File: config.mk
export PLATFORM = sky130hd
export DESIGN_NAME = oport_arb
export DESIGN_NICKNAME = d
export VERILOG_FILES = /design/src/rtl/oport_pkg.sv /design/src/rtl/oport_pick.sv /design/src/rtl/oport_store.sv /design/src/rtl/oport_arb.sv
export SDC_FILE = /design/constraint.sdc
export NUM_CORES = 1
export LEC_CHECK = 0
export ABC_AREA = 0
export BUFFER_PORTS_ARGS = -buffer_cell sky130_fd_sc_hd__buf_2
export CORE_ASPECT_RATIO = 0.8
export CORE_MARGIN = 2
export CORE_UTILIZATION = 30
export DETAILED_ROUTE_END_ITERATION = 10
export GPL_TIMING_DRIVEN = 0
export PLACE_DENSITY = 0.52
export RECOVER_POWER = 100
export SYNTH_ARGS = -nofsm -noshare
export SYNTH_HDL_FRONTEND = slang
export SYNTH_SLANG_ARGS = --single-unit
File: constraint.sdc
create_clock -name clk -period 3.1 [get_ports clk]
set_input_delay 0.62 -clock clk [delete_from_list [all_inputs] [get_ports clk]]
set_output_delay 0.62 -clock clk [all_outputs]
set_load 0.005 [all_outputs]
File: src/rtl/oport_pkg.sv
package oport_pkg;

  typedef enum logic [1:0] {
    SRC_VC0 = 2'd0,
    SRC_VC1 = 2'd1,
    SRC_CRD = 2'd2
  } src_e;

  // strobe bundle from the picker to the store
  typedef struct packed {
    logic send;
    src_e src;
  } pick_s;

endpackage

File: src/rtl/oport_pick.sv
module oport_pick
  import oport_pkg::*;
#(
  parameter int CNT_W    = 4,
  parameter int CNT_INIT = 4
) (
  input  logic       clk,
  input  logic       rstN,
  input  logic [2:0] notEmpty,
  input  logic [1:0] headLast,
  input  logic       linkReady,
  input  logic       retValid,
  input  logic       retVc,
  output pick_s      pk
);

  logic [CNT_W-1:0] crd [2];
  logic [1:0]       elig;
  logic             locked;
  logic             lockVc;

  for (genvar v = 0; v < 2; v++) begin : g_vc
    logic inc;
    logic dec;
    assign elig[v] = notEmpty[v] && (crd[v] != '0);
    assign inc     = retValid && (retVc == 1'(v));
    assign dec     = pk.send && (pk.src == ((v == 0) ? SRC_VC0 : SRC_VC1));

    always_ff @(posedge clk) begin
      if (!rstN) begin
        crd[v] <= CNT_W'(CNT_INIT);
      end else begin
        case ({inc, dec})
          2'b10:   crd[v] <= crd[v] + 1'b1;
          2'b01:   crd[v] <= crd[v] - 1'b1;
          default: crd[v] <= crd[v];
        endcase
      end
    end

    // a cell may only leave on a channel holding credit
    a_r7_credit_gate: assert property (@(posedge clk) disable iff (!rstN)
      dec |-> (crd[v] != '0));
  end

  always_comb begin
    pk = '{send: 1'b0, src: SRC_VC0};
    if (linkReady) begin
      if (locked) begin
        if (elig[lockVc]) begin
          pk.send = 1'b1;
          pk.src  = lockVc ? SRC_VC1 : SRC_VC0;
        end
      end else if (notEmpty[2]) begin
        pk.send = 1'b1;
        pk.src  = SRC_CRD;
      end else if (elig[0]) begin
        pk.send = 1'b1;
        pk.src  = SRC_VC0;
      end else if (elig[1]) begin
        pk.send = 1'b1;
        pk.src  = SRC_VC1;
      end
    end
  end

  always_ff @(posedge clk) begin
    if (!rstN) begin
      locked <= 1'b0;
      lockVc <= 1'b0;
    end else if (pk.send && (pk.src != SRC_CRD)) begin
      locked <= !headLast[pk.src[0]];
      lockVc <= pk.src[0];
    end
  end

endmodule

File: src/rtl/oport_store.sv
module oport_store
  import oport_pkg::*;
#(
  parameter int DW        = 8,
  parameter int VC0_DEPTH = 4,
  parameter int VC1_DEPTH = 4,
  parameter int CRD_DEPTH = 2
) (
  input  logic          clk,
  input  logic          rstN,
  input  logic          cellValid,
  input  logic          cellVc,
  input  logic [DW-1:0] cellData,
  input  logic          cellLast,
  input  logic          crdValid,
  input  logic [DW-1:0] crdData,
  input  pick_s         pk,
  output logic [2:0]    notEmpty,
  output logic [1:0]    headLast,
  output logic [2:0]    qFull,
  output logic          linkValid,
  output logic [1:0]    linkSrc,
  output logic [DW-1:0] linkData,
  output logic          linkLast
);

  localparam int TOT  = VC0_DEPTH + VC1_DEPTH + CRD_DEPTH;
  localparam int MAXD = (VC0_DEPTH > VC1_DEPTH)
                        ? ((VC0_DEPTH > CRD_DEPTH) ? VC0_DEPTH : CRD_DEPTH)
                        : ((VC1_DEPTH > CRD_DEPTH) ? VC1_DEPTH : CRD_DEPTH);
  localparam int AW   = (MAXD > 2) ? $clog2(MAXD) : 1;
  localparam int IW   = (TOT > 2) ? $clog2(TOT) : 1;

  logic [DW:0]   mem [TOT];
  logic [DW:0]   headWord [3];
  logic [DW:0]   wrWord [3];
  logic [IW-1:0] wrIdx [3];
  logic [2:0]    acc;
  logic [2:0]    pop;
  src_e          srcQ;

  for (genvar q = 0; q < 3; q++) begin : g_reg
    localparam int D = (q == 0) ? VC0_DEPTH : (q == 1) ? VC1_DEPTH : CRD_DEPTH;
    localparam int B = (q == 0) ? 0 : (q == 1) ? VC0_DEPTH : VC0_DEPTH + VC1_DEPTH;

    logic [AW-1:0] rdP;
    logic [AW-1:0] wrP;
    logic [AW:0]   cnt;
    logic          want;

    if (q < 2) begin : g_data
      assign want      = cellValid && (cellVc == 1'(q));
      assign wrWord[q] = {cellLast, cellData};
    end else begin : g_ctl
      assign want      = crdValid;
      assign wrWord[q] = {1'b1, crdData};
    end

    assign qFull[q]    = (cnt == (AW+1)'(D));
    assign acc[q]      = want && !qFull[q];
    assign pop[q]      = pk.send && (pk.src == src_e'(q));
    assign notEmpty[q] = (cnt != '0);
    assign wrIdx[q]    = IW'(B) + IW'(wrP);
    assign headWord[q] = mem[IW'(B) + IW'(rdP)];

    always_ff @(posedge clk) begin
      if (!rstN) begin
        rdP <= '0;
        wrP <= '0;
        cnt <= '0;
      end else begin
        if (acc[q]) wrP <= (wrP == AW'(D-1)) ? '0 : wrP + 1'b1;
        if (pop[q]) rdP <= (rdP == AW'(D-1)) ? '0 : rdP + 1'b1;
        case ({acc[q], pop[q]})
          2'b10:   cnt <= cnt + 1'b1;
          2'b01:   cnt <= cnt - 1'b1;
          default: cnt <= cnt;
        endcase
      end
    end

    // a region never holds more than its fixed share
    a_r9_no_overflow: assert property (@(posedge clk) disable iff (!rstN)
      cnt <= (AW+1)'(D));
    // only a region holding a word is popped
    a_r2_pop_nonempty: assert property (@(posedge clk) disable iff (!rstN)
      pop[q] |-> (cnt != '0));
  end

  assign headLast = {headWord[1][DW], headWord[0][DW]};

  always_ff @(posedge clk) begin
    for (int q = 0; q < 3; q++) begin
      if (acc[q]) mem[wrIdx[q]] <= wrWord[q];
    end
  end

  always_ff @(posedge clk) begin
    if (!rstN) begin
      linkValid <= 1'b0;
      srcQ      <= SRC_VC0;
      linkData  <= '0;
      linkLast  <= 1'b0;
    end else begin
      linkValid <= pk.send;
      if (pk.send) begin
        srcQ <= pk.src;
        case (pk.src)
          SRC_VC0: {linkLast, linkData} <= headWord[0];
          SRC_VC1: {linkLast, linkData} <= headWord[1];
          default: {linkLast, linkData} <= headWord[2];
        endcase
      end
    end
  end

  assign linkSrc = srcQ;

  // at most one region is drained per cycle
  a_r3_single_pick: assert property (@(posedge clk) disable iff (!rstN)
    $onehot0(pop));
  // inside a packet the link never carries another source
  a_r5_hold_channel: assert property (@(posedge clk) disable iff (!rstN)
    (linkValid && (linkSrc != 2'd2) && !linkLast)
      |=> (!linkValid || (linkSrc == $past(linkSrc))));

endmodule

File: src/rtl/oport_arb.sv
module oport_arb
  import oport_pkg::*;
#(
  parameter int DW        = 8,
  parameter int VC0_DEPTH = 4,
  parameter int VC1_DEPTH = 4,
  parameter int CRD_DEPTH = 2,
  parameter int CNT_W     = 4,
  parameter int CNT_INIT  = 4
) (
  input  logic          clk,
  input  logic          rstN,
  input  logic          cellValid,
  input  logic          cellVc,
  input  logic [DW-1:0] cellData,
  input  logic          cellLast,
  input  logic          crdValid,
  input  logic [DW-1:0] crdData,
  input  logic          retValid,
  input  logic          retVc,
  input  logic          linkReady,
  output logic          linkValid,
  output logic [1:0]    linkSrc,
  output logic [DW-1:0] linkData,
  output logic          linkLast,
  output logic [2:0]    qFull
);

  pick_s      pk;
  logic [2:0] notEmpty;
  logic [1:0] headLast;

  oport_pick #(
    .CNT_W   (CNT_W),
    .CNT_INIT(CNT_INIT)
  ) u_pick (
    .clk      (clk),
    .rstN     (rstN),
    .notEmpty (notEmpty),
    .headLast (headLast),
    .linkReady(linkReady),
    .retValid (retValid),
    .retVc    (retVc),
    .pk       (pk)
  );

  oport_store #(
    .DW       (DW),
    .VC0_DEPTH(VC0_DEPTH),
    .VC1_DEPTH(VC1_DEPTH),
    .CRD_DEPTH(CRD_DEPTH)
  ) u_store (
    .clk      (clk),
    .rstN     (rstN),
    .cellValid(cellValid),
    .cellVc   (cellVc),
    .cellData (cellData),
    .cellLast (cellLast),
    .crdValid (crdValid),
    .crdData  (crdData),
    .pk       (pk),
    .notEmpty (notEmpty),
    .headLast (headLast),
    .qFull    (qFull),
    .linkValid(linkValid),
    .linkSrc  (linkSrc),
    .linkData (linkData),
    .linkLast (linkLast)
  );

endmodule

==> results of run 1 <==
flip-flops by register name, summed over array words and instances (netlist names), named ones only:
name               count
u_pick.crd             8
u_pick.lockVc          1
u_pick.locked          1
u_store.g.cnt          9
u_store.g.rdP          5
u_store.g.wrP          6
u_store.linkData       8
u_store.linkLast       1
u_store.linkSrc        2
u_store.linkValid      1
u_store.mem           88
critical path: cells and delay by family (launching register included):
family / cells / cell delay [ns]
buffers and inverters: 4 / 0.39
flip-flops: 1 / 0.44
AND/OR/NAND/NOR: 2 / 0.54
adder cells (fa/ha/maj): 3 / 0.80
AO/OA/AOI/OAI: 3 / 0.49
XOR/XNOR: 1 / 0.15
power by group:
part	leakage (nW)	switching [mW]	internal (mW)	total [mW]
registers	1.18	0.157	2.14	2.29
clock network	0.274	0.700	1.28	1.98
logic	0.881	0.742	0.633	1.38
total	2.33	1.60	4.05	5.65
worst min-delay path by stage:
| stage | startpoint | to | slack [ns] | cells past startpoint |
|---|---|---|---|---|
| floorplan | u_store.g_reg[2].wrP[1] | u_store.g_reg[2].wrP[1] | 0.43 | 2 |
| global placement | u_store.g_reg[2].wrP[1] | u_store.g_reg[2].wrP[1] | 0.44 | 2 |
| detailed placement | u_store.g_reg[2].wrP[1] | u_store.g_reg[2].wrP[1] | 0.45 | 2 |
| CTS | crdData[2] | u_store.mem[9][2] | 0.39 | 1 |
| global route | crdData[0] | u_store.mem[8][0] | 0.38 | 1 |
| finish | crdData[0] | u_store.mem[8][0] | 0.41 | 1 |
per-layer routing:
| layer | vias to the layer above | global-route usage | wire, um |
|---|---|---|---|
| li1 | 1644 | - | - |
| met1 | 1654 | 0.185 | 6180 |
| met2 | 75 | 0.170 | 4800 |
| met3 | 13 | 0.0417 | 503 |
| met4 | 0 | 0.0385 | 120 |
| met5 | - | 0 | 0 |
final cells by class:
| cell class | count | share of cell area |
|---|---|---|
| plain buffers | 19 | 0.0121 |
| clock buffers | 22 | 0.0666 |
| flip-flops and latches | 132 | 0.528 |
| clock inverters | 10 | 0.0196 |
| well taps | 253 | 0.0464 |
| repair buffers | 44 | 0.0304 |
| inverters | 22 | 0.0121 |
| multi-input cells | 229 | 0.284 |
through the flow:
step | hold WS (ns) | cell area (um2) | utilization | std cells | setup slack (ns)
floorplan | 0.426 | 5660 | - | 402 | 0.151
global placement | 0.438 | 6170 | 0.336 | 693 | -0.512
detailed placement | 0.450 | 6180 | 0.337 | 693 | -0.319
CTS | 0.387 | 6790 | 0.370 | 726 | 0.0419
global route | 0.381 | 6820 | 0.372 | 731 | -0.0463
finish | 0.410 | 6820 | 0.372 | 731 | 0.216
cells by family after synthesis:
group / after synthesis / synth area share
AO/OA/AOI/OAI: 65 / 0.0760
XOR/XNOR: 11 / 0.0170
adder cells (fa/ha/maj): 17 / 0.0416
buffers and inverters: 41 / 0.0279
flip-flops: 132 / 0.637
multiplexers: 32 / 0.0981
AND/OR/NAND/NOR: 104 / 0.103
placed cells by master (no fill, tap or decap), types with 3 or more instances in the layout:
| cell type | n |
|---|---|
| and3_1 | 4 |
| nor3_1 | 8 |
| buf_1 | 4 |
| mux4_2 | 18 |
| ha_1 | 10 |
| a21oi_1 | 5 |
| ha_2 | 4 |
| mux2i_1 | 6 |
| buf_4 | 6 |
| or3_1 | 8 |
| nand3b_1 | 8 |
| nand2_1 | 25 |
| dfxtp_1 | 36 |
| a31oi_1 | 9 |
| clkinvlp_4 | 4 |
| and2_1 | 9 |
| clkbuf_1 | 37 |
| xnor2_1 | 5 |
| xor2_1 | 5 |
| mux2_2 | 8 |
| inv_1 | 21 |
| fa_1 | 3 |
| buf_2 | 18 |
| a22oi_1 | 6 |
| nor2_1 | 13 |
| o21a_1 | 4 |
| bufinv_16 | 3 |
| a21boi_0 | 9 |
| clkbuf_16 | 17 |
| nor2b_1 | 5 |
| o21ai_0 | 17 |
| nor3b_1 | 6 |
| nand2b_1 | 3 |
| edfxtp_1 | 96 |
what timing repair did:
item,4_1_cts,5_1_grt
endpoints found under the setup margin,9,10
setup buffers,1,5
pin swaps,0,2
resized for setup,3,13
hold buffers,0,0
==> results.json, run 1 <==
{
  "design_power_total_mw": 5.65,
  "finalHoldViolCount": 0,
  "cp_cell_sequence": "inv_1 > ha_2 > nor3b_4 > o211ai_1 > a21o_1 > inv_1 > buf_6 > ha_2 > inv_1 > fa_1 > xor2_1 > or3_1 > a21boi_0",
  "regArea_mm2": 0.00360,
  "grt_overflow": 0,
  "drc": 0,
  "num_io_pins": 40,
  "diodes": 0,
  "die_w_um": 158,
  "syn_to_final_growth_pct": 20.5,
  "syn_area_mm2": 0.00566,
  "clock-sinks": 132,
  "end_kind": "register",
  "cts.htree.levels": 4,
  "vias": 3386,
  "r2r-start": "u_pick.crd[0][0]",
  "grt_max_degree": 17,
  "final_antenna_net_count": 0,
  "syn_area_per_cell_um2": 14.1,
  "gp_congestion": 0.719,
  "synth_area_leaders": "edfxtp_1 (51%), dfxtp_1 (13%), mux4_2 (7.2%), ha_1 (3.1%), nand2_1 (1.7%)",
  "yosysTopAreaCell": "edfxtp_1",
  "numCtsBuffers": 17,
  "hold_class": "in2reg",
  "synth_most_common_cell": "edfxtp_1",
  "slew_viol_final": 0,
  "ys.flop_type": "edfxtp_1",
  "antenna_found_initial": 0,
  "critPathLaunchType": "register",
  "crit_top_cell": "inv_1",
  "power_density_mw_per_mm2": 828,
  "start_util": 0.309,
  "tightestPinTransition_ns": 1.19,
  "syn_inst": 402,
  "fin_setup_tns_ns": 0,
  "setup_viol": 0,
  "routed_wirelength_mm": 11.6,
  "yosysUniqueCellTypes": 50,
  "grt_pass1_vias": 3213,
  "clk_latency_ns": 0.41,
  "synth_top_area_frac": 0.509,
  "timing.rr.end": "u_store.g_reg[1].cnt[2]",
  "fin_crit_ns": 2.88,
  "wl_per_cell_um": 15.9,
  "cp-startpoint": "u_pick.crd[0][0]",
  "io_buffers": 38,
  "r2r_cells": 13,
  "grt_pass1_wl_mm": 18.2,
  "status": "finished, final reports clean",
  "fillers": 1749,
  "finish.net_count": 507,
  "die_y_um": 127,
  "relSlewSlack": 0.206,
  "clock_skew_ns": 0.00775,
  "cp_data_required_time_ns": 3.44,
  "ff2ff_setup_slack_ns": 0.22,
  "slowest_delay_ns": 0.44,
  "drive_above_1_share": 0.197,
  "design.core.area_mm2": 0.0183,
  "ir_worst_vdd_mv": 0.278,
  "arrival_ns": 3.22,
  "drv_cap": 0,
  "drtPass1Iterations": 4,
  "drtIter0Drc": 240,
  "rows": 44,
  "cts_tree": "built",
  "grt_util_all_layers": 0.125,
  "crit_slowest_cell": "edfxtp_1",
  "cp_max_fo": 7,
  "cts.clk_slew.worst_paths_ns": 0.05,
  "vias_per_cell": 4.63,
  "clk_path_buf_depth": 2,
  "dieArea_mm2": 0.0200,
  "dp_hpwl_mm": 8.32,
  "yosysWarnings": 0,
  "root_buffer": "clkbuf_16",
  "max_freq_mhz": 347,
  "crit_end": "u_store.g_reg[1].cnt[2]",
  "synth_seq_area_share": 0.637,
  "synthTopCellsByCount": "edfxtp_1 (96), dfxtp_1 (36), nand2_1 (26)",
  "synth_edf_count": 96,
  "p_leak_nw": 2.33,
  "ys_ff_latch": 132,
  "worstSetupPathType": "reg2reg",
  "period_share": 0.930,
  "grt_setup_unrepaired": "true",
  "ys_async_sr_fraction": 0,
  "multi_input_area_mm2": 0.00194,
  "syn-num-nets": 444
}
Power figures use the tool's default switching activity.
==> inputs of run 2 (changes only) <==
--- a/config.mk
+++ b/config.mk
@@ -6,7 +6,7 @@
 export NUM_CORES = 1
 export LEC_CHECK = 0
 export ABC_AREA = 0
-export BUFFER_PORTS_ARGS = -buffer_cell sky130_fd_sc_hd__buf_2
+export BUFFER_PORTS_ARGS = -buffer_cell sky130_fd_sc_hd__buf_4
 export CORE_ASPECT_RATIO = 0.8
 export CORE_MARGIN = 2
 export CORE_UTILIZATION = 30
==> run 2 against run 1 <==
Effect of this change: register-to-register slack lost 0.07 ns; final area grew 0.75%; largest power group unchanged; first-iteration DRC count shrank 20%; fmax shrank 2.3%; global-route usage grew 0.093 points; worst setup slack lost 0.067 ns; highest routed layer unchanged; non-clock buffer count grew 4; cell count grew 0.55%.
==> results.json, run 2 (same netlist as run 1, synthesis figures left out) <==
{
  "design_power_total_mw": 5.64,
  "crit_top_cell": "ha_1",
  "grt_overflow": 0,
  "swShare": 0.302,
  "seq_power_share": 0.406,
  "cts.clk_slew.worst_paths_ns": 0.05,
  "combPwrFrac": 0.253,
  "numCtsBuffers": 17,
  "diodes": 0,
  "finish.net_count": 511,
  "drc": 0,
  "dp_hpwl_mm": 8.51,
  "relSlewSlack": 0.184,
  "tightestPinTransition_ns": 1.22,
  "p_int_mw": 3.94,
  "finalHoldViolCount": 0,
  "dieArea_mm2": 0.0200,
  "end_kind": "register",
  "critPathBufInv": 2,
  "worstSetupPathType": "reg2reg",
  "vias": 3398,
  "wl_per_cell_um": 16.2,
  "grt_pass1_vias": 3359,
  "layoutNonFillerInstCount": 735,
  "p_leak_nw": 2.37,
  "critPathLaunchType": "register",
  "drive_above_1_share": 0.212,
  "p_switching_mw": 1.70,
  "clock-sinks": 132,
  "clock_skew_ns": 0.0116,
  "largest_reg_flops": 88,
  "setup_viol": 0,
  "cp_top_family": "simple AND/OR/NAND/NOR gates",
  "design.core.area_mm2": 0.0183,
  "final_antenna_net_count": 0,
  "grt_util_all_layers": 0.126,
  "root_buffer": "clkbuf_16",
  "slew_viol_final": 0,
  "fin_setup_tns_ns": 0,
  "place_inst": 693,
  "die_y_um": 127,
  "p_clk_frac": 0.341,
  "status": "finished, final reports clean",
  "cp_max_fo": 7,
  "crit_slowest_cell": "or4_1",
  "cts.htree.levels": 4,
  "gp_congestion": 0.703,
  "grt_setup_unrepaired": "false",
  "vias_per_cell": 4.62,
  "rows": 44,
  "cp_cell_sequence": "or4_1 > nand2_1 > a21o_1 > inv_1 > buf_6 > ha_1 > nand2_2 > xnor2_1 > ha_1 > nor3_1 > a21oi_1 > xor2_1 > nand2b_1",
  "grt_max_degree": 17,
  "final_cell_mix": "edfxtp_1 (96), dfxtp_1 (36), clkbuf_1 (31)",
  "drv_cap": 0,
  "antenna_found_initial": 0,
  "grt_pass1_wl_mm": 18.7,
  "hold_class": "in2reg",
  "clk_path_buf_depth": 2,
  "ff2ff_setup_slack_ns": 0.15,
  "start_util": 0.309,
  "period_share": 0.952,
  "slowest_delay_ns": 0.59,
  "fin_crit_ns": 2.95,
  "clk_latency_ns": 0.41,
  "io_buffers": 38,
  "final_common_cell": "edfxtp_1",
  "syn_to_final_growth_pct": 21.4,
  "cp_data_required_time_ns": 3.25,
  "num_io_pins": 40,
  "drtPass1Iterations": 6,
  "power_density_mw_per_mm2": 821,
  "whs_ns": 0.422,
  "cts_tree": "built",
  "die_w_um": 158,
  "final_util": 0.375,
  "drtIter0Drc": 192,
  "ir_worst_vdd_mv": 0.387,
  "arrival_ns": 3.10,
  "routed_wirelength_mm": 11.9,
  "max_freq_mhz": 339
}
==> run 2: metal layers <==
metal / vias to the layer above / share of wire / GRT usage
li1: 1650 / - / -
met4: 0 / 0.011 / 0.0385
met5: - / 0 / 0
met2: 66 / 0.43 / 0.178
met3: 12 / 0.045 / 0.0369
met1: 1670 / 0.51 / 0.185
==> run 2: path summary, 6_finish.rpt <==
check,cells after the start,end,from
hold reg to reg,2,u_store.g_reg[2].wrP[1],u_store.g_reg[2].wrP[1]
hold / removal,2,u_store.g_reg[2].wrP[1],crdValid
setup reg to reg,13,u_pick.crd[1][2],u_pick.crd[1][2]
setup / recovery,13,u_pick.crd[1][2],u_pick.crd[1][2]
==> run 2: worst register-to-register path, cell delays in order, from the launching register on <==
cell and delay [ns]:
edfxtp_1 0.46, or4_1 0.59, nand2_1 0.13, a21o_1 0.20
inv_1 0.09, buf_6 0.14, ha_1 0.23, nand2_2 0.12
xnor2_1 0.13, ha_1 0.18, nor3_1 0.05, a21oi_1 0.14
xor2_1 0.15, nand2b_1 0.08
==> run 2: layout make-up <==
class / instances / area [um2]
fill: 1744 / 11500
sequential: 132 / 3600
multi-input combinational: 229 / 1920
clock buffer: 18 / 429
tap: 253 / 317
timing repair buffer: 48 / 293
clock inverter: 14 / 143
buffer: 19 / 82.6
inverter: 22 / 82.6
==> run 2: stage by stage <==
step	setup WS, ns	cell area, um2
after floorplan	0.151	5660
after global placement	-0.529	6260
after detailed placement	-0.400	6270
after CTS	0.00750	6870
after global routing	0.00476	6870
final	0.150	6870
==> run 2: repair_timing <==
action,in CTS,in global routing
pin swaps,1,2
buffers inserted,2,8
setup endpoints to repair,14,9
gates resized for setup,4,7
hold buffers,0,0
==> run 2: power by group through the flow <==
stage | Clock, mW | Sequential, mW | Combinational [mW]
global route | 2.05 | 2.32 | 1.61
global placement | 0 | 2.32 | 1.37
detailed placement | 0 | 2.33 | 1.41
floorplan | 0 | 2.29 | 0.961
CTS | 1.97 | 2.30 | 1.42
finish | 1.93 | 2.29 | 1.43
==> inputs of run 3 (changes only) <==
--- a/config.mk
+++ b/config.mk
@@ -10,9 +10,10 @@
 export CORE_ASPECT_RATIO = 0.8
 export CORE_MARGIN = 2
 export CORE_UTILIZATION = 30
+export CTS_CLUSTER_SIZE = 12
 export DETAILED_ROUTE_END_ITERATION = 10
 export GPL_TIMING_DRIVEN = 0
-export PLACE_DENSITY = 0.52
+export PLACE_DENSITY = 0.5
 export RECOVER_POWER = 100
 export SYNTH_ARGS = -nofsm -noshare
 export SYNTH_HDL_FRONTEND = slang
==> constraint.sdc (replaced) <==
create_clock -name clk -period 3.8 [get_ports clk]
set_input_delay 0.76 -clock clk [delete_from_list [all_inputs] [get_ports clk]]
set_output_delay 0.76 -clock clk [all_outputs]
set_load 0.005 [all_outputs]
==> run 3 against run 2 <==
Effect of this change: the flow now finishes with violations (max-capacitance violations, max-slew violations); clock power decreased by 18%; worst hold slack improved by 0.045 ns; sequential power down 19%; flip-flop and latch count did not move; global-route usage is essentially flat; worst setup slack gained 0.27 ns; critical path depth shrank 4; register-to-register slack gained 0.27 ns; core utilization decreased by 0.53 points; first-iteration DRC count down 16%; critical path type unchanged; critical endpoint is now u_pick.crd[0][2].
==> results.json, run 3 (same netlist as run 1, synthesis figures left out) <==
{
  "tightestPinTransition_ns": 1.61,
  "post-place-ws_ns": 0.267,
  "drtPass1Iterations": 4,
  "cp_max_fo": 9,
  "clk_latency_ns": 0.42,
  "ir_worst_vdd_mv": 0.287,
  "place_inst": 693,
  "vias_per_cell": 4.58,
  "root_buffer": "clkbuf_16",
  "worstSetupPathType": "reg2reg",
  "status": "complete, but fails checks",
  "fin_crit_ns": 3.38,
  "end_kind": "register",
  "wl_met2_mm": 5.11,
  "antenna_found_initial": 0,
  "final_util": 0.370,
  "grt_util_all_layers": 0.125,
  "max_freq_mhz": 296,
  "final_cell_mix": "edfxtp_1 (96), dfxtp_1 (36), clkbuf_1 (30)",
  "largest_reg_flops": 88,
  "finish.net_count": 501,
  "power_density_mw_per_mm2": 674,
  "wl_per_cell_um": 16.2,
  "gp_congestion": 0.807,
  "drt-met1-wl_mm": 6.12,
  "cts_tree": "built",
  "design.core.area_mm2": 0.0183,
  "final_antenna_net_count": 0,
  "period_share": 0.889,
  "relSlewSlack": -0.0787,
  "io_buffers": 38,
  "setup_viol": 0,
  "vias": 3320,
  "routed_wirelength_mm": 11.8,
  "layoutNonFillerInstCount": 725,
  "crit_slowest_cell": "nor3_1",
  "grt_pass1_wl_mm": 18.3,
  "drtIter0Drc": 162,
  "worst_slack_ns": 0.422,
  "dp_hpwl_mm": 8.36,
  "cp_cell_sequence": "nor3_1 > mux2i_1 > or4b_1 > clkbuf_1 > inv_1 > ha_1 > clkbuf_1 > nor2_1 > o21ai_0",
  "drc": 0,
  "grt_pass1_vias": 3340,
  "violations": "max-capacitance violations, max-slew violations",
  "numCtsBuffers": 17,
  "cts.htree.levels": 4,
  "slew_viol_final": 22,
  "arrival_ns": 3.43,
  "diodes": 0,
  "rows": 44,
  "clk_path_buf_depth": 2,
  "clock-sinks": 132,
  "routed.top_layer": "met4",
  "dieArea_mm2": 0.0200,
  "die_y_um": 127,
  "crit_top_cell": "clkbuf_1",
  "syn_to_final_growth_pct": 19.7,
  "clock_skew_ns": 0.00879,
  "slowest_delay_ns": 0.61,
  "cp_data_required_time_ns": 3.85,
  "drv_cap": 2,
  "p_leak_nw": 2.32,
  "hold_class": "reg2reg",
  "drive_above_1_share": 0.182,
  "grt_max_degree": 17,
  "finalHoldViolCount": 0,
  "fin_setup_tns_ns": 0,
  "grt_setup_unrepaired": "false",
  "die_w_um": 158,
  "cts.clk_slew.worst_paths_ns": 0.07,
  "design_power_total_mw": 4.57,
  "final_common_cell": "edfxtp_1",
  "dr_wl_met3_um": 409,
  "grt_overflow": 0,
  "num_io_pins": 40,
  "critPathLaunchType": "register",
  "start_util": 0.309
}
run 3: through the flow:
step / hold WS, ns / area, um2
3_5_place_dp: 0.452 / 6270
6_report: 0.467 / 6780
3_3_place_gp: 0.441 / 6260
5_1_grt: 0.492 / 6780
2_1_floorplan: 0.426 / 5660
4_1_cts: 0.465 / 6860
run 3: what timing repair did:
| action | CTS | global route |
|---|---|---|
| resized for setup | 0 | 1 |
| hold buffers | 0 | 0 |
| hold endpoints to repair | 0 | 0 |
| buffers inserted | 0 | 0 |
| setup endpoints to repair | 0 | 2 |
run 3: cell type report:
cell class	count	area, um2
fillers	1778	11600
flip-flops and latches	132	3600
multi-input cells	229	1890
clock buffers	17	425
well taps	253	317
repair buffers	38	229
clock inverters	15	158
inverters	22	82.6
plain buffers	19	72.6
run 3: report_power, final:
| group | switching (mW) | internal (mW) | total (mW) |
|---|---|---|---|
| clock network | 0.713 | 0.881 | 1.59 |
| logic | 0.608 | 0.502 | 1.11 |
| registers | 0.121 | 1.74 | 1.86 |
run 3: per-layer routing:
metal	vias to the layer above	track usage
li1	1638	-
met1	1623	0.179
met2	49	0.179
met3	10	0.0437
met4	0	0.0380
met5	-	0
run 3: critical path, delay by kind of cell, from the launching register on:
kind,cells,cell delay (ns)
DFF,1,0.34
and+or+nand+nor,3,1.26
muxes,1,0.15
AOI/OAI and AO/OA,1,0.50
adders and majority gates,1,0.15
buffers and inverters,3,0.61
run 3: final timing paths:
| path | startpoint | endpoint | slack [ns] | depth (start not counted) |
|---|---|---|---|---|
| max | u_store.g_reg[2].cnt[0] | u_pick.crd[0][2] | 0.42 | 9 |
| min | u_store.g_reg[2].wrP[1] | u_store.g_reg[2].wrP[1] | 0.47 | 2 |
| max reg2reg | u_store.g_reg[2].cnt[0] | u_pick.crd[0][2] | 0.42 | 9 |
| min reg2reg | u_store.g_reg[2].wrP[1] | u_store.g_reg[2].wrP[1] | 0.47 | 2 |
